===== src/rtl/mdio_frame_pkg.sv =====
// Shared types and constants for the MII management frame controller.
// Assumes a two-port configuration and a 32-bit host word.
package mdio_frame_pkg;

    localparam int PORTS       = 2;
    localparam int PREAMBLE    = 32;
    localparam int FRAME_BITS  = 64;
    localparam int TA_FIRST    = 46;
    localparam int DATA_FIRST  = 48;
    localparam int IDX_W       = $clog2(FRAME_BITS);
    localparam int WORD_IDX_W  = $clog2(PREAMBLE);
    localparam int PORT_EXT    = 1;

    localparam logic [1:0] OP_READ  = 2'b10;
    localparam logic [1:0] OP_WRITE = 2'b01;
    localparam logic       ADDR_CFG   = 1'b0;
    localparam logic       ADDR_FRAME = 1'b1;

    // Host frame word, MSB first matches line order after the preamble.
    typedef struct packed {
        logic [1:0]  st;
        logic [1:0]  op;
        logic [4:0]  phy;
        logic [4:0]  regad;
        logic        ta_hi;
        logic        ta_lo;
        logic [15:0] data;
    } frame_t;

    // Configuration register layout.
    typedef struct packed {
        logic [28:0] rsvd;
        logic        ext_seen;
        logic        port_sel;
        logic        bitbang;
    } cfg_t;

endpackage


===== src/rtl/mdio_mdc_gen.sv =====
// MDC divider: while run is high, toggles mdc every MDC_HALF system clocks.
// rise/fall mark the cycle in which mdc changes. Assumes MDC_HALF >= 1.
module mdio_mdc_gen #(
    parameter int MDC_HALF = 4
) (
    input  logic clk,
    input  logic rst_n,
    input  logic run,
    output logic mdc,
    output logic rise,
    output logic fall
);
    localparam int CNT_W = (MDC_HALF > 1) ? $clog2(MDC_HALF) : 1;
    localparam logic [CNT_W-1:0] CNT_LAST = CNT_W'(MDC_HALF - 1);

    logic [CNT_W-1:0] cnt_q;
    logic             mdc_q;
    logic             terminal;

    assign terminal = run && (cnt_q == CNT_LAST);
    assign rise     = terminal && !mdc_q;
    assign fall     = terminal && mdc_q;
    assign mdc      = mdc_q;

    // Half-period counter and clock level; parked low when not running.
    always_ff @(posedge clk) begin
        if (!rst_n || !run) begin
            cnt_q <= '0;
            mdc_q <= 1'b0;
        end else if (terminal) begin
            cnt_q <= '0;
            mdc_q <= !mdc_q;
        end else begin
            cnt_q <= cnt_q + 1'b1;
        end
    end
endmodule


===== src/rtl/mdio_frame_engine.sv =====
// Frame shifter: on start, latches the frame word and port, then emits
// preamble and frame bit by bit, advancing on MDC falling edges and
// sampling read data on rising edges. Assumes start only when idle.
module mdio_frame_engine
    import mdio_frame_pkg::*;
(
    input  logic        clk,
    input  logic        rst_n,
    input  logic        start,
    input  frame_t      frame_in,
    input  logic        port_in,
    input  logic        rise,
    input  logic        fall,
    input  logic        mdio_in,
    output logic        busy,
    output logic        done_pulse,
    output logic [15:0] rd_word,
    output logic        port_q,
    output logic        mdio_out,
    output logic        mdio_en
);
    localparam logic [IDX_W-1:0] IDX_LAST  = IDX_W'(FRAME_BITS - 1);
    localparam logic [IDX_W-1:0] IDX_TA    = IDX_W'(TA_FIRST);
    localparam logic [IDX_W-1:0] IDX_DATA  = IDX_W'(DATA_FIRST);
    localparam logic [IDX_W-1:0] IDX_FRAME = IDX_W'(PREAMBLE);

    frame_t           hdr_q;
    logic [IDX_W-1:0] idx_q;
    logic             busy_q;
    logic             done_q;
    logic [15:0]      shift_q;
    logic             port_r;
    logic [31:0]      tx_word;
    logic [IDX_W-1:0] rev_idx;
    logic             is_read;

    assign is_read = (hdr_q.op == OP_READ);
    assign tx_word = {hdr_q.st, hdr_q.op, hdr_q.phy, hdr_q.regad, 2'b10, hdr_q.data};
    assign rev_idx = IDX_LAST - idx_q;

    // Line bit for the current index: ones in the preamble, then the word.
    always_comb begin
        if (idx_q < IDX_FRAME) mdio_out = busy_q;
        else                   mdio_out = busy_q && tx_word[rev_idx[WORD_IDX_W-1:0]];
    end

    // Drive everywhere except turnaround and data of a read.
    assign mdio_en = busy_q && !(is_read && (idx_q >= IDX_TA));

    // Sequencing of bit index, busy and the completion pulse.
    always_ff @(posedge clk) begin
        if (!rst_n) begin
            busy_q <= 1'b0;
            done_q <= 1'b0;
            idx_q  <= '0;
            hdr_q  <= '0;
            port_r <= 1'b0;
        end else begin
            done_q <= 1'b0;
            if (start && !busy_q) begin
                busy_q <= 1'b1;
                idx_q  <= '0;
                hdr_q  <= frame_in;
                port_r <= port_in;
            end else if (busy_q && fall) begin
                if (idx_q == IDX_LAST) begin
                    busy_q <= 1'b0;
                    done_q <= 1'b1;
                end else begin
                    idx_q <= idx_q + 1'b1;
                end
            end
        end
    end

    // Capture read data on MDC rising edges within the data field.
    always_ff @(posedge clk) begin
        if (!rst_n) begin
            shift_q <= '0;
        end else if (busy_q && rise && is_read && (idx_q >= IDX_DATA)) begin
            shift_q <= {shift_q[14:0], mdio_in};
        end
    end

    assign busy       = busy_q;
    assign done_pulse = done_q;
    assign rd_word    = shift_q;
    assign port_q     = port_r;
endmodule


===== src/rtl/mdio_host_regs.sv =====
// Host-visible configuration and frame registers. Accepts a frame write
// only when idle; issues a one-cycle start when in frame mode; records
// completion and read data. Assumes single-cycle write strobes.
module mdio_host_regs
    import mdio_frame_pkg::*;
(
    input  logic        clk,
    input  logic        rst_n,
    input  logic        bus_wr,
    input  logic        bus_addr,
    input  logic [31:0] bus_wdata,
    output logic [31:0] bus_rdata,
    input  logic        ext_line,
    input  logic        eng_busy,
    input  logic        done_pulse,
    input  logic [15:0] rd_word,
    output frame_t      frame_q,
    output logic        port_sel,
    output logic        start
);
    cfg_t       cfg_view;
    logic       bitbang_q;
    logic       port_q;
    logic [1:0] ext_sync_q;
    logic       start_q;
    logic       hold;
    logic       accept;
    frame_t     wr_frame;

    assign wr_frame = frame_t'(bus_wdata);
    assign hold     = eng_busy || start_q || done_pulse;
    assign accept   = bus_wr && (bus_addr == ADDR_FRAME) && !hold;

    // Frame register: host load, then completion flag and read data.
    always_ff @(posedge clk) begin
        if (!rst_n) begin
            frame_q <= '0;
        end else if (accept) begin
            frame_q       <= wr_frame;
            frame_q.ta_lo <= 1'b0;
        end else if (done_pulse) begin
            frame_q.ta_lo <= 1'b1;
            if (frame_q.op == OP_READ) frame_q.data <= rd_word;
        end
    end

    // Start request, one cycle after an accepted write in frame mode.
    always_ff @(posedge clk) begin
        if (!rst_n) start_q <= 1'b0;
        else        start_q <= accept && !bitbang_q;
    end

    // Writable configuration bits.
    always_ff @(posedge clk) begin
        if (!rst_n) begin
            bitbang_q <= 1'b0;
            port_q    <= 1'b0;
        end else if (bus_wr && (bus_addr == ADDR_CFG)) begin
            bitbang_q <= bus_wdata[0];
            port_q    <= bus_wdata[1];
        end
    end

    // Two-stage synchronizer for the external presence line.
    always_ff @(posedge clk) begin
        if (!rst_n) ext_sync_q <= '0;
        else        ext_sync_q <= {ext_sync_q[0], ext_line};
    end

    always_comb begin
        cfg_view          = '0;
        cfg_view.bitbang  = bitbang_q;
        cfg_view.port_sel = port_q;
        cfg_view.ext_seen = ext_sync_q[1];
    end

    // Read mux.
    assign bus_rdata = (bus_addr == ADDR_FRAME) ? 32'(frame_q) : 32'(cfg_view);
    assign port_sel  = port_q;
    assign start     = start_q;
endmodule


===== src/rtl/mdio_port_route.sv =====
// Routes the single engine to one of PORTS transceiver pins; unselected
// ports are held quiet. Assumes port_sel < PORTS.
module mdio_port_route
    import mdio_frame_pkg::*;
(
    input  logic             port_sel,
    input  logic             mdc_in,
    input  logic             mdo_in,
    input  logic             oe_in,
    input  logic [PORTS-1:0] mdi_pins,
    output logic [PORTS-1:0] mdc_pins,
    output logic [PORTS-1:0] mdo_pins,
    output logic [PORTS-1:0] oe_pins,
    output logic             mdi_out
);
    for (genvar g = 0; g < PORTS; g++) begin : g_port
        logic hit;
        assign hit         = (int'(port_sel) == g);
        assign mdc_pins[g] = hit && mdc_in;
        assign mdo_pins[g] = hit && mdo_in;
        assign oe_pins[g]  = hit && oe_in;
    end

    assign mdi_out = mdi_pins[port_sel];
endmodule


===== src/rtl/mdio_frame_ctrl.sv =====
// Top of the MII management frame controller: host registers, MDC divider,
// frame shifter and port routing. Assumes MDIO pins are resolved outside.
module mdio_frame_ctrl
    import mdio_frame_pkg::*;
#(
    parameter int MDC_HALF = 4
) (
    input  logic             clk,
    input  logic             rst_n,
    input  logic             bus_wr,
    input  logic             bus_addr,
    input  logic [31:0]      bus_wdata,
    output logic [31:0]      bus_rdata,
    output logic [PORTS-1:0] mdc,
    output logic [PORTS-1:0] mdio_o,
    output logic [PORTS-1:0] mdio_oe,
    input  logic [PORTS-1:0] mdio_i
);
    frame_t      frame_w;
    logic [31:0] frame_bits;
    logic        port_cfg;
    logic        start_w;
    logic        eng_busy;
    logic        done_w;
    logic [15:0] rd_w;
    logic        port_act;
    logic        mdo_w;
    logic        oe_w;
    logic        mdc_w;
    logic        rise_w;
    logic        fall_w;
    logic        mdi_w;

    assign frame_bits = 32'(frame_w);

    mdio_host_regs regs_i (
        .clk        (clk),
        .rst_n      (rst_n),
        .bus_wr     (bus_wr),
        .bus_addr   (bus_addr),
        .bus_wdata  (bus_wdata),
        .bus_rdata  (bus_rdata),
        .ext_line   (mdio_i[PORT_EXT]),
        .eng_busy   (eng_busy),
        .done_pulse (done_w),
        .rd_word    (rd_w),
        .frame_q    (frame_w),
        .port_sel   (port_cfg),
        .start      (start_w)
    );

    mdio_mdc_gen #(.MDC_HALF(MDC_HALF)) mdc_i (
        .clk   (clk),
        .rst_n (rst_n),
        .run   (eng_busy),
        .mdc   (mdc_w),
        .rise  (rise_w),
        .fall  (fall_w)
    );

    mdio_frame_engine eng_i (
        .clk        (clk),
        .rst_n      (rst_n),
        .start      (start_w),
        .frame_in   (frame_w),
        .port_in    (port_cfg),
        .rise       (rise_w),
        .fall       (fall_w),
        .mdio_in    (mdi_w),
        .busy       (eng_busy),
        .done_pulse (done_w),
        .rd_word    (rd_w),
        .port_q     (port_act),
        .mdio_out   (mdo_w),
        .mdio_en    (oe_w)
    );

    mdio_port_route route_i (
        .port_sel (port_act),
        .mdc_in   (mdc_w),
        .mdo_in   (mdo_w),
        .oe_in    (oe_w),
        .mdi_pins (mdio_i),
        .mdc_pins (mdc),
        .mdo_pins (mdio_o),
        .oe_pins  (mdio_oe),
        .mdi_out  (mdi_w)
    );
endmodule


===== config.mk =====
export PLATFORM = sky130hd
export DESIGN_NAME = mdio_frame_ctrl
export DESIGN_NICKNAME = d
export VERILOG_FILES = /design/src/rtl/mdio_frame_pkg.sv /design/src/rtl/mdio_mdc_gen.sv /design/src/rtl/mdio_frame_engine.sv /design/src/rtl/mdio_host_regs.sv /design/src/rtl/mdio_port_route.sv /design/src/rtl/mdio_frame_ctrl.sv
export SDC_FILE = /design/constraint.sdc
export NUM_CORES = 1
export LEC_CHECK = 0
export BUFFER_PORTS_ARGS = -buffer_cell sky130_fd_sc_hd__buf_2
export CORE_UTILIZATION = 56
export CTS_CLUSTER_SIZE = 24
export DETAILED_ROUTE_END_ITERATION = 12
export PLACE_DENSITY = 0.83
export SLEW_MARGIN = 15
export SYNTH_ARGS = -nofsm -noshare
export SYNTH_HDL_FRONTEND = slang
export SYNTH_HIERARCHICAL = 1
export SYNTH_SLANG_ARGS = --single-unit
export TNS_END_PERCENT = 30

===== constraint.sdc =====
create_clock -name clk -period 2.5 [get_ports clk]
set_input_delay 0.125 -clock clk [delete_from_list [all_inputs] [get_ports clk]]
set_output_delay 0.125 -clock clk [all_outputs]
set_load 0.02 [all_outputs]

==> impl_metrics.py, run 1 <==
metrics = {
    "routing": {
        "drc_errors": 0,
        "drt-total-wl_um": 10600,
        "avgRoutedWirePerCell_um": 16.0,
        "drtIter0Drc": 278,
        "ant_nets": 0,
        "firstDrtPassIters": 5,
        "vias_per_cell": 5.74,
        "dr_total_vias": 3791,
    },
    "setup_path": {
        "cp_slowest_cell": "mux4_2",
        "crit_fanout": 6,
        "reg2reg_slack_ns": 0.56,
        "critPathArrivalTime_ns": 2.33,
        "reg2reg_depth": 3,
        "crit_cells": 6,
        "critPathRequiredTime_ns": 2.38,
        "crit_type": "reg2out",
        "crit_path_max_incr_delay_ns": 0.49,
        "cp-start-kind": "register",
        "critical_path.top_delay_family": "multiplexers",
        "worstPathCellList": "mux2i_1, mux4_2, a311o_1, nor4_2, and2_2, buf_2",
        "crit_path_end_kind": "output port",
        "critical_path_buf_inv_count": 1,
    },
    "logic_synthesis": {
        "ys_types": 57,
        "syn_area_sq_um": 4450,
        "postSynthAreaPerCell_sq_um": 9.04,
        "netlist_instances": 492,
        "synth_seq_cells": 95,
        "synthFlopType": "dfxtp_1",
        "synth_top_cell_by_area": "dfxtp_1",
        "synth_area_leaders": "dfxtp_1, nand2_1, a21boi_1",
        "synth_edf_count": 0,
        "async_reset_ff_share_pct": 0,
        "syn_nets": 532,
        "ys_top_cells_by_count": "nand2_1, dfxtp_1, and2_1, a21boi_1, mux2i_1",
        "ys_seq_area_share_pct": 42.8,
        "yosysMostFrequentCell": "nand2_1",
        "yosys_warnings": 6,
        "netlist.area_leader.share_pct": 42.8,
    },
    "grt": {
        "grt_usage_pct": 26.3,
        "grt_pass1_vias": 3579,
        "grt_max_degree": 55,
        "grt-ovfl-total": 0,
        "antenna_found_initial": 0,
        "grt_pass1_wl_um": 17300,
    },
    "power_and_ir_drop": {
        "finalPower_mw": 2.97,
        "p_per_area_nw_per_um2": 583,
        "p_leak_nw": 1.88,
        "ir_worst_vdd_mv": 0.313,
    },
    "clocking": {
        "clk_pin_slew_ns": 0.09,
        "root_buffer": "clkbuf_8",
        "numCtsBuffers": 9,
        "cts_buffer_depth": 2,
        "htree_levels": 3,
        "cts_sinks": 95,
        "cts_tree": "yes",
        "clk_latency_ns": 0.36,
    },
    "min_path": {
        "holdPathStages": 3,
        "hold_class": "in2reg",
    },
    "timing": {
        "fin_crit_ns": 2.45,
        "slew_viol_final": 0,
        "setup_violations": 0,
        "fin_skew_ns": 0.0122,
        "fin_setup_tns_ns": 0,
        "finalCritPeriodShare_pct": 98.1,
        "whs_ns": 0.0232,
        "fmax_mhz": 408,
        "setup_ws_ns": 0.0465,
        "hold_violations": 0,
        "maxSlewHeadroom_pct": 53.4,
        "worst_pin_slew_ns": 0.695,
    },
    "floorplan": {
        "coreArea_sq_um": 7690,
        "die_area_sq_um": 8300,
        "die_h_um": 91.1,
        "ios": 76,
        "start_util_pct": 57.9,
        "die_x_um": 91.1,
        "rows": 32,
    },
    "placed_design": {
        "gp_congestion": 0.866,
        "dp_slack_ns": 0.210,
        "place_inst": 642,
        "dp_hpwl_um": 7080,
        "port_buffers": 74,
        "place_area_sq_um": 4820,
    },
    "final_layout": {
        "final_cells": 661,
        "area_growth_syn_to_layout_pct": 14.5,
        "nets": 594,
        "diodes": 0,
        "design_area_sq_um": 5090,
        "drive_gt1_share_pct": 24.5,
        "utilization_pct": 66.3,
        "nFillCells": 641,
    },
    "run_status": {
        "status": "complete, no violations",
    },
    "job": {
        "cap_violations": 0,
    },
}
area by class of cell:
type / instances / area (sq um) / area share [%]
sequential: 95 / 1910 / 37.5
tap: 102 / 128 / 2.50
timing repair buffer: 88 / 484 / 9.50
clock inverter: 5 / 81.3 / 1.60
inverter: 3 / 11.3 / 0.221
multi-input combinational: 357 / 2340 / 45.9
clock buffer: 11 / 141 / 2.78
cell usage in the layout, fill, tap and decap left out, types with 4 or more instances in the layout:
cell      Yosys  layout
a21boi_1     31      31
a21oi_1      18      18
a311oi_1      7       7
a311oi_2      9       9
and2_1       33      33
buf_2         4      74
buf_4         4      11
clkbuf_8      0      10
dfxtp_1      95      93
mux2i_1      23      23
mux4_2        5       5
nand2_1     101     101
nand3_1      17      17
nor2_1       10      10
nor2b_1      19      18
nor3_1       19      19
o21ai_0      16      16
xnor2_1       4       4
logic make-up (layout without fill, tap and decap cells):
| kind of cell | after synthesis | in the layout | share of synthesized area, % |
|---|---|---|---|
| AOI/OAI and AO/OA | 93 | 93 | 15.8 |
| muxes | 33 | 33 | 9.40 |
| and+or+nand+nor | 225 | 225 | 25.7 |
| adders and majority gates | 2 | 2 | 0.562 |
| DFF | 95 | 95 | 42.8 |
| buffers and inverters | 40 | 107 | 5.04 |
| xor gates and xnor gates | 4 | 4 | 0.788 |
state kept, by name (all words and copies together), names as in the netlist:
name               cells
eng_i/busy             1
eng_i/done_pulse       1
eng_i/hdr_q           30
eng_i/idx_q            6
eng_i/port_q           1
eng_i/rd_word         16
mdc_i/cnt_q            2
mdc_i/mdc              1
regs_i/bitbang_q       1
regs_i/ext_sync_q      2
regs_i/frame_q        32
regs_i/port_sel        1
regs_i/start           1
report_power, final:
| group | switching, mW | internal (mW) | leakage (nW) |
|---|---|---|---|
| Combinational | 0.150 | 0.110 | 1.00 |
| Sequential | 0.0365 | 1.55 | 0.772 |
| Clock | 0.531 | 0.592 | 0.110 |
worst register-to-register path, stage by stage (launching register included):
cell and delay [ns]:
dfxtp_1 0.45, and4bb_1 0.79, nand2_4 0.29, a311oi_1 0.30
metal layers:
layer / vias to the layer above / global-route usage (%) / wire length (um)
met4: 0 / 10.1 / 216
met1: 1796 / 35.1 / 4680
met3: 24 / 4.02 / 537
met5: - / 0 / 0
li1: 1821 / - / -
met2: 150 / 42.9 / 5140
final timing paths:
| path | startpoint | end |
|---|---|---|
| hold reg to reg | mdc_i/cnt_q[0]$_SDFF_PP0_ | mdc_i/cnt_q[0]$_SDFF_PP0_ |
| setup / recovery | eng_i/idx_q[1]$_SDFFE_PP0P_ | mdio_o[1] |
| hold / removal | bus_wdata[22] | regs_i/frame_q[22]$_SDFFE_PN0P_ |
| setup reg to reg | eng_i/busy$_SDFFE_PN0P_ | regs_i/frame_q[9]$_SDFFE_PN0P_ |
what timing repair did:
| action | CTS | global route |
|---|---|---|
| buffers inserted | 0 | 1 |
| gates resized for setup | 3 | 6 |
| setup endpoints to repair | 2 | 2 |
| hold buffers | 2 | 0 |
| hold endpoints to repair | 2 | 0 |
Power figures use the tool's default switching activity.
==> run 2, diff against run 1 <==
Settings changed: CORE_MARGIN from default to 3, CORE_UTILIZATION 56 to 45, PLACE_DENSITY 0.83 to 0.69.
==> impl_metrics.py, run 2 (synthesized netlist as in run 1, its figures left out) <==
metrics = {
    "run_status": {
        "status": "complete, no violations",
    },
    "timing": {
        "setup_violations": 0,
        "slew_viol_final": 0,
        "fin_setup_tns_ns": 0,
        "worst_pin_slew_ns": 0.794,
        "fin_skew_ns": 0.0123,
        "fmax_mhz": 421,
        "rsz0062_at_grt": "false",
        "maxSlewHeadroom_pct": 46.7,
        "fin_crit_ns": 2.37,
        "whs_ns": 0.0257,
        "hold_violations": 0,
        "finalCritPeriodShare_pct": 95.0,
    },
    "routing": {
        "drc_errors": 0,
        "firstDrtPassIters": 4,
        "drt-total-wl_um": 10700,
        "vias_per_cell": 5.35,
        "ant_nets": 0,
        "drtIter0Drc": 159,
        "dr_total_vias": 3678,
        "avgRoutedWirePerCell_um": 15.6,
    },
    "setup_path": {
        "cp-start-kind": "register",
        "crit_fanout": 10,
        "critPathArrivalTime_ns": 2.25,
        "critPathRequiredTime_ns": 2.38,
        "crit_path_end_kind": "output port",
        "crit_type": "reg2out",
    },
    "grt": {
        "grt-ovfl-total": 0,
        "antenna_found_initial": 0,
        "grt_max_degree": 55,
        "grt_pass1_vias": 3525,
        "grt_usage_pct": 19.3,
        "grt_pass1_wl_um": 17500,
    },
    "floorplan": {
        "die_area_sq_um": 11100,
        "rows": 35,
        "coreArea_sq_um": 9420,
        "start_util_pct": 47.2,
        "die_h_um": 105,
        "die_x_um": 105,
        "ios": 76,
    },
    "final_layout": {
        "top_register": "regs_i/frame_q",
        "area_growth_syn_to_layout_pct": 15.0,
        "register_area_sq_um": 1910,
        "multi_input_area_sq_um": 2330,
        "nets": 593,
        "diodes": 0,
        "utilization_pct": 54.3,
        "final_common_cell": "nand2_1",
        "nFillCells": 878,
        "drive_gt1_share_pct": 24.6,
        "largest_reg_flops": 32,
        "layout_common_cells": "nand2_1, dfxtp_1, buf_2",
    },
    "power_and_ir_drop": {
        "pwr-share-comb_pct": 8.5,
        "power_frac_clock_pct": 38.6,
        "power.switching_mw": 0.717,
        "swShare_pct": 23.9,
        "p_per_area_nw_per_um2": 587,
        "seqPwrFrac_pct": 52.9,
        "cellInternalPower_mw": 2.28,
        "p_leak_nw": 1.88,
        "ir_worst_vdd_mv": 0.339,
    },
    "clocking": {
        "root_buffer": "clkbuf_8",
        "cts_sinks": 95,
        "cts_buffer_depth": 2,
        "clk_latency_ns": 0.36,
        "numCtsBuffers": 9,
        "htree_levels": 3,
        "clk_pin_slew_ns": 0.10,
        "cts_tree": "yes",
    },
    "placed_design": {
        "port_buffers": 74,
        "dp_hpwl_um": 7450,
        "gp_congestion": 0.819,
    },
    "job": {
        "cap_violations": 0,
    },
    "min_path": {
        "hold_class": "in2reg",
    },
}
[run 2: changes by cell type in the layout (fill, tap and decap cells not counted), sizes merged]
cell / delta
clkbuf: +1
inv: +1
clkinv: -2
dlygate4sd3: -1
[run 2: path summary, 6_finish.rpt]
| kind | cells past startpoint | to | from | slack, ns |
|---|---|---|---|---|
| max | 6 | mdio_o[0] | eng_i/idx_q[2]$_SDFFE_PP0P_ | 0.13 |
| min | 3 | regs_i/port_sel$_SDFFE_PN0P_ | bus_wdata[1] | 0.03 |
| max reg2reg | 6 | eng_i/idx_q[1]$_SDFFE_PP0P_ | eng_i/idx_q[1]$_SDFFE_PP0P_ | 0.67 |
| min reg2reg | 1 | mdc_i/cnt_q[0]$_SDFF_PP0_ | mdc_i/cnt_q[0]$_SDFF_PP0_ | 0.44 |
[run 2: repair_timing]
item	in CTS	in global routing
buffers inserted	0	0
resized for setup	2	3
pin swaps	0	1
hold buffers	1	0
endpoints found under the setup margin	2	2
endpoints found under the hold margin	1	0
[run 2: per-stage QoR]
| step | total power [mW] | std cells | instance area (sq um) | setup slack (ns) |
|---|---|---|---|---|
| 2_1_floorplan | 1.78 | 492 | 4450 | 0.628 |
| 3_3_place_gp | 1.87 | 670 | 4860 | 0.286 |
| 3_5_place_dp | 1.88 | 670 | 4860 | 0.274 |
| 4_1_cts | 3.03 | 687 | 5100 | 0.0157 |
| 5_1_grt | 3.11 | 687 | 5110 | 0.00264 |
| 6_report | 3.00 | 687 | 5110 | 0.125 |
[run 2: layer usage]
layer	GRT usage, %	up-vias	part of all wire [%]
li1	-	1825	-
met1	25.9	1769	46
met2	31.6	72	49
met3	3.67	12	4.1
met4	5.90	0	0.89
met5	0	-	0
[run 2: area by class of cell]
cell class | count | share of cell area (%)
Tap cell | 129 | 3.16
Clock buffer | 12 | 3.03
Sequential cell | 95 | 37.3
Clock inverter | 4 | 1.49
Inverter | 3 | 0.220
Timing Repair Buffer | 87 | 9.20
Multi-Input combinational cell | 357 | 45.6
[run 2: critical path: stages, from the launching register on]
cell and delay, ns:
dfxtp_4 0.42, mux4_2 0.50, nor2b_1 0.16, a2111oi_2 0.37, nor4_2 0.10, and2b_2 0.20
buf_2 0.15
[run 2: power by group through the flow]
stage / clock (mW) / combinational (mW) / sequential, mW
finish: 1.16 / 0.255 / 1.59
global placement: 0 / 0.250 / 1.62
global route: 1.24 / 0.279 / 1.60
detailed placement: 0 / 0.255 / 1.63
floorplan: 0 / 0.176 / 1.61
CTS: 1.18 / 0.257 / 1.59
==> run 3, diff against run 2 <==
Settings changed: ABC_AREA from default to 1, CORE_UTILIZATION 45 to 56, PLACE_DENSITY 0.69 to 0.82.
==> impl_metrics.py, run 3 <==
metrics = {
    "logic_synthesis": {
        "netlist_instances": 678,
        "synth_edf_count": 0,
        "ys_top_cells_by_count": "nand2_1, dfxtp_1, inv_1, nor2_1, nand3_1",
        "synth_area_leaders": "dfxtp_1, nand2_1, inv_1",
        "yosys_warnings": 6,
        "postSynthAreaPerCell_sq_um": 6.90,
        "netlist.area_leader.share_pct": 40.6,
        "ys_types": 35,
        "syn_area_sq_um": 4680,
        "synth_top_cell_by_area": "dfxtp_1",
        "syn_nets": 718,
        "synth_seq_cells": 95,
        "synthFlopType": "dfxtp_1",
        "ys_seq_area_share_pct": 40.6,
        "async_reset_ff_share_pct": 0,
        "yosysMostFrequentCell": "nand2_1",
    },
    "power_and_ir_drop": {
        "p_per_area_nw_per_um2": 545,
        "ir_worst_vdd_mv": 0.393,
        "p_leak_nw": 2.66,
    },
    "setup_path": {
        "cp-start-kind": "register",
        "critPathRequiredTime_ns": 2.38,
        "critPathArrivalTime_ns": 2.12,
        "r2r_start": "eng_i/done_pulse$_SDFF_PP0_",
        "crit_type": "reg2out",
        "crit_path_end_kind": "output port",
        "crit_fanout": 13,
        "crit_start": "eng_i/idx_q[1]$_SDFFE_PP0P_",
    },
    "final_layout": {
        "layout_common_cells": "nand2_1, dfxtp_1, inv_1",
        "area_growth_syn_to_layout_pct": 13.1,
        "design_area_sq_um": 5290,
        "final_common_cell": "nand2_1",
        "drive_gt1_share_pct": 18.4,
        "nFillCells": 699,
        "diodes": 0,
        "largest_reg_flops": 32,
        "top_register": "regs_i/frame_q",
        "nets": 787,
    },
    "timing": {
        "rsz0062_at_grt": "false",
        "slew_viol_final": 0,
        "fin_setup_tns_ns": 0,
        "maxSlewHeadroom_pct": 50.1,
        "setup_violations": 0,
        "hold_violations": 0,
        "finalCritPeriodShare_pct": 90.0,
        "fmax_mhz": 444,
        "worst_pin_slew_ns": 0.746,
        "fin_crit_ns": 2.25,
        "fin_skew_ns": 0.0148,
    },
    "clocking": {
        "root_buffer": "clkbuf_8",
        "cts_buffer_depth": 2,
        "clk_latency_ns": 0.36,
        "clk_pin_slew_ns": 0.09,
        "numCtsBuffers": 9,
        "cts_tree": "yes",
        "cts_sinks": 95,
        "cts_setup_buffers": 0,
        "htree_levels": 3,
    },
    "routing": {
        "ant_nets": 0,
        "drtIter0Drc": 248,
        "firstDrtPassIters": 5,
        "avgRoutedWirePerCell_um": 13.2,
        "vias_per_cell": 5.24,
        "drt-total-wl_um": 11300,
        "drc_errors": 0,
        "dr_total_vias": 4478,
    },
    "floorplan": {
        "die_h_um": 97.4,
        "die_area_sq_um": 9490,
        "rows": 32,
        "start_util_pct": 59.0,
        "coreArea_sq_um": 7930,
        "ios": 76,
        "die_x_um": 97.4,
    },
    "job": {
        "cap_violations": 0,
    },
    "placed_design": {
        "gp_congestion": 0.905,
        "port_buffers": 74,
        "place_area_sq_um": 4970,
        "dp_hpwl_um": 7730,
    },
    "grt": {
        "grt_pass1_vias": 4167,
        "grt_max_degree": 65,
        "grt-ovfl-total": 0,
        "grt_pass1_wl_um": 18900,
        "grt_usage_pct": 23.6,
        "antenna_found_initial": 0,
    },
    "run_status": {
        "status": "complete, no violations",
    },
    "min_path": {
        "min_from": "mdio_i[1]",
        "hold_class": "in2reg",
    },
}
## run 3: cell types whose count changed in the layout (fill, tap and decap cells not counted), sizes merged, moves of 31 or more
cell	change
nor2	+80
nand3	+32
inv	+94
a21boi	-31
and2	-36
nand2	+61
nand4	+33
o21ai	+37
## run 3: layout make-up
class / instances / area, sq um / share of cell area [%]
multi-input cells: 445 / 2130 / 40.2
flip-flops and latches: 95 / 1900 / 35.9
repair buffers: 98 / 588 / 11.1
inverters: 98 / 375 / 7.09
clock buffers: 10 / 128 / 2.41
well taps: 102 / 128 / 2.41
clock inverters: 6 / 46.3 / 0.874
## run 3: logic make-up (layout without fill, tap and decap cells)
| kind of cell | count (synthesis) | count (layout) | share of synthesized area (%) |
|---|---|---|---|
| compound gates | 98 | 98 | 11.0 |
| xor+xnor | 1 | 1 | 0.187 |
| fa+ha+maj | 2 | 2 | 0.535 |
| buf+inv | 138 | 212 | 13.9 |
| flops | 95 | 95 | 40.6 |
| simple gates | 344 | 344 | 33.7 |
## run 3: critical path, stage by stage, from the launching register on
cell	delay (ns)
dfxtp_1	0.61
inv_1	0.25
nor2_1	0.17
nand2_1	0.06
nand2_1	0.05
nor2_1	0.04
nor2_1	0.10
nor2_1	0.05
nor2_2	0.14
inv_1	0.06
nor2_1	0.07
buf_2	0.17
## run 3: what timing repair did
item,4_1_cts,5_1_grt
hold buffers,15,0
gates resized for setup,0,0
hold endpoints to repair,15,0
## run 3: path summary, 6_finish.rpt
kind / to / slack (ns) / depth (start not counted)
worst max register to register: regs_i/frame_q[8]$_SDFFE_PN0P_ / 0.63 / 4
worst min register to register: regs_i/ext_sync_q[1]$_SDFF_PN0_ / 0.42 / 2
worst min-delay path: regs_i/ext_sync_q[0]$_SDFF_PN0_ / 0.01 / 3
worst max-delay path: mdio_o[0] / 0.25 / 11
## run 3: power by group
| group | switching [mW] | internal, mW |
|---|---|---|
| clock | 0.543 | 0.365 |
| combinational | 0.225 | 0.132 |
| sequential | 0.0447 | 1.57 |
## run 3: per-stage QoR
stage | total power [mW] | util [%] | worst slack [ns] | cells | hold WS [ns]
after floorplan | 1.89 | - | 1.00 | 678 | 0.223
after detailed placement | 1.99 | 62.7 | 0.653 | 823 | 0.319
final | 2.88 | 66.8 | 0.250 | 854 | 0.00994
after global placement | 1.98 | 62.7 | 0.689 | 823 | 0.313
after global routing | 3.01 | 66.8 | 0.00470 | 854 | 0.0106
after CTS | 2.90 | 66.8 | 0.245 | 854 | 0.00306
## run 3: metal layers
layer | up-vias | global-route usage, % | share of wire [%]
li1 | 2282 | - | -
met1 | 2005 | 29.2 | 41
met2 | 172 | 42.0 | 51
met3 | 19 | 3.95 | 6.5
met4 | 0 | 6.92 | 1.6
met5 | - | 0 | 0
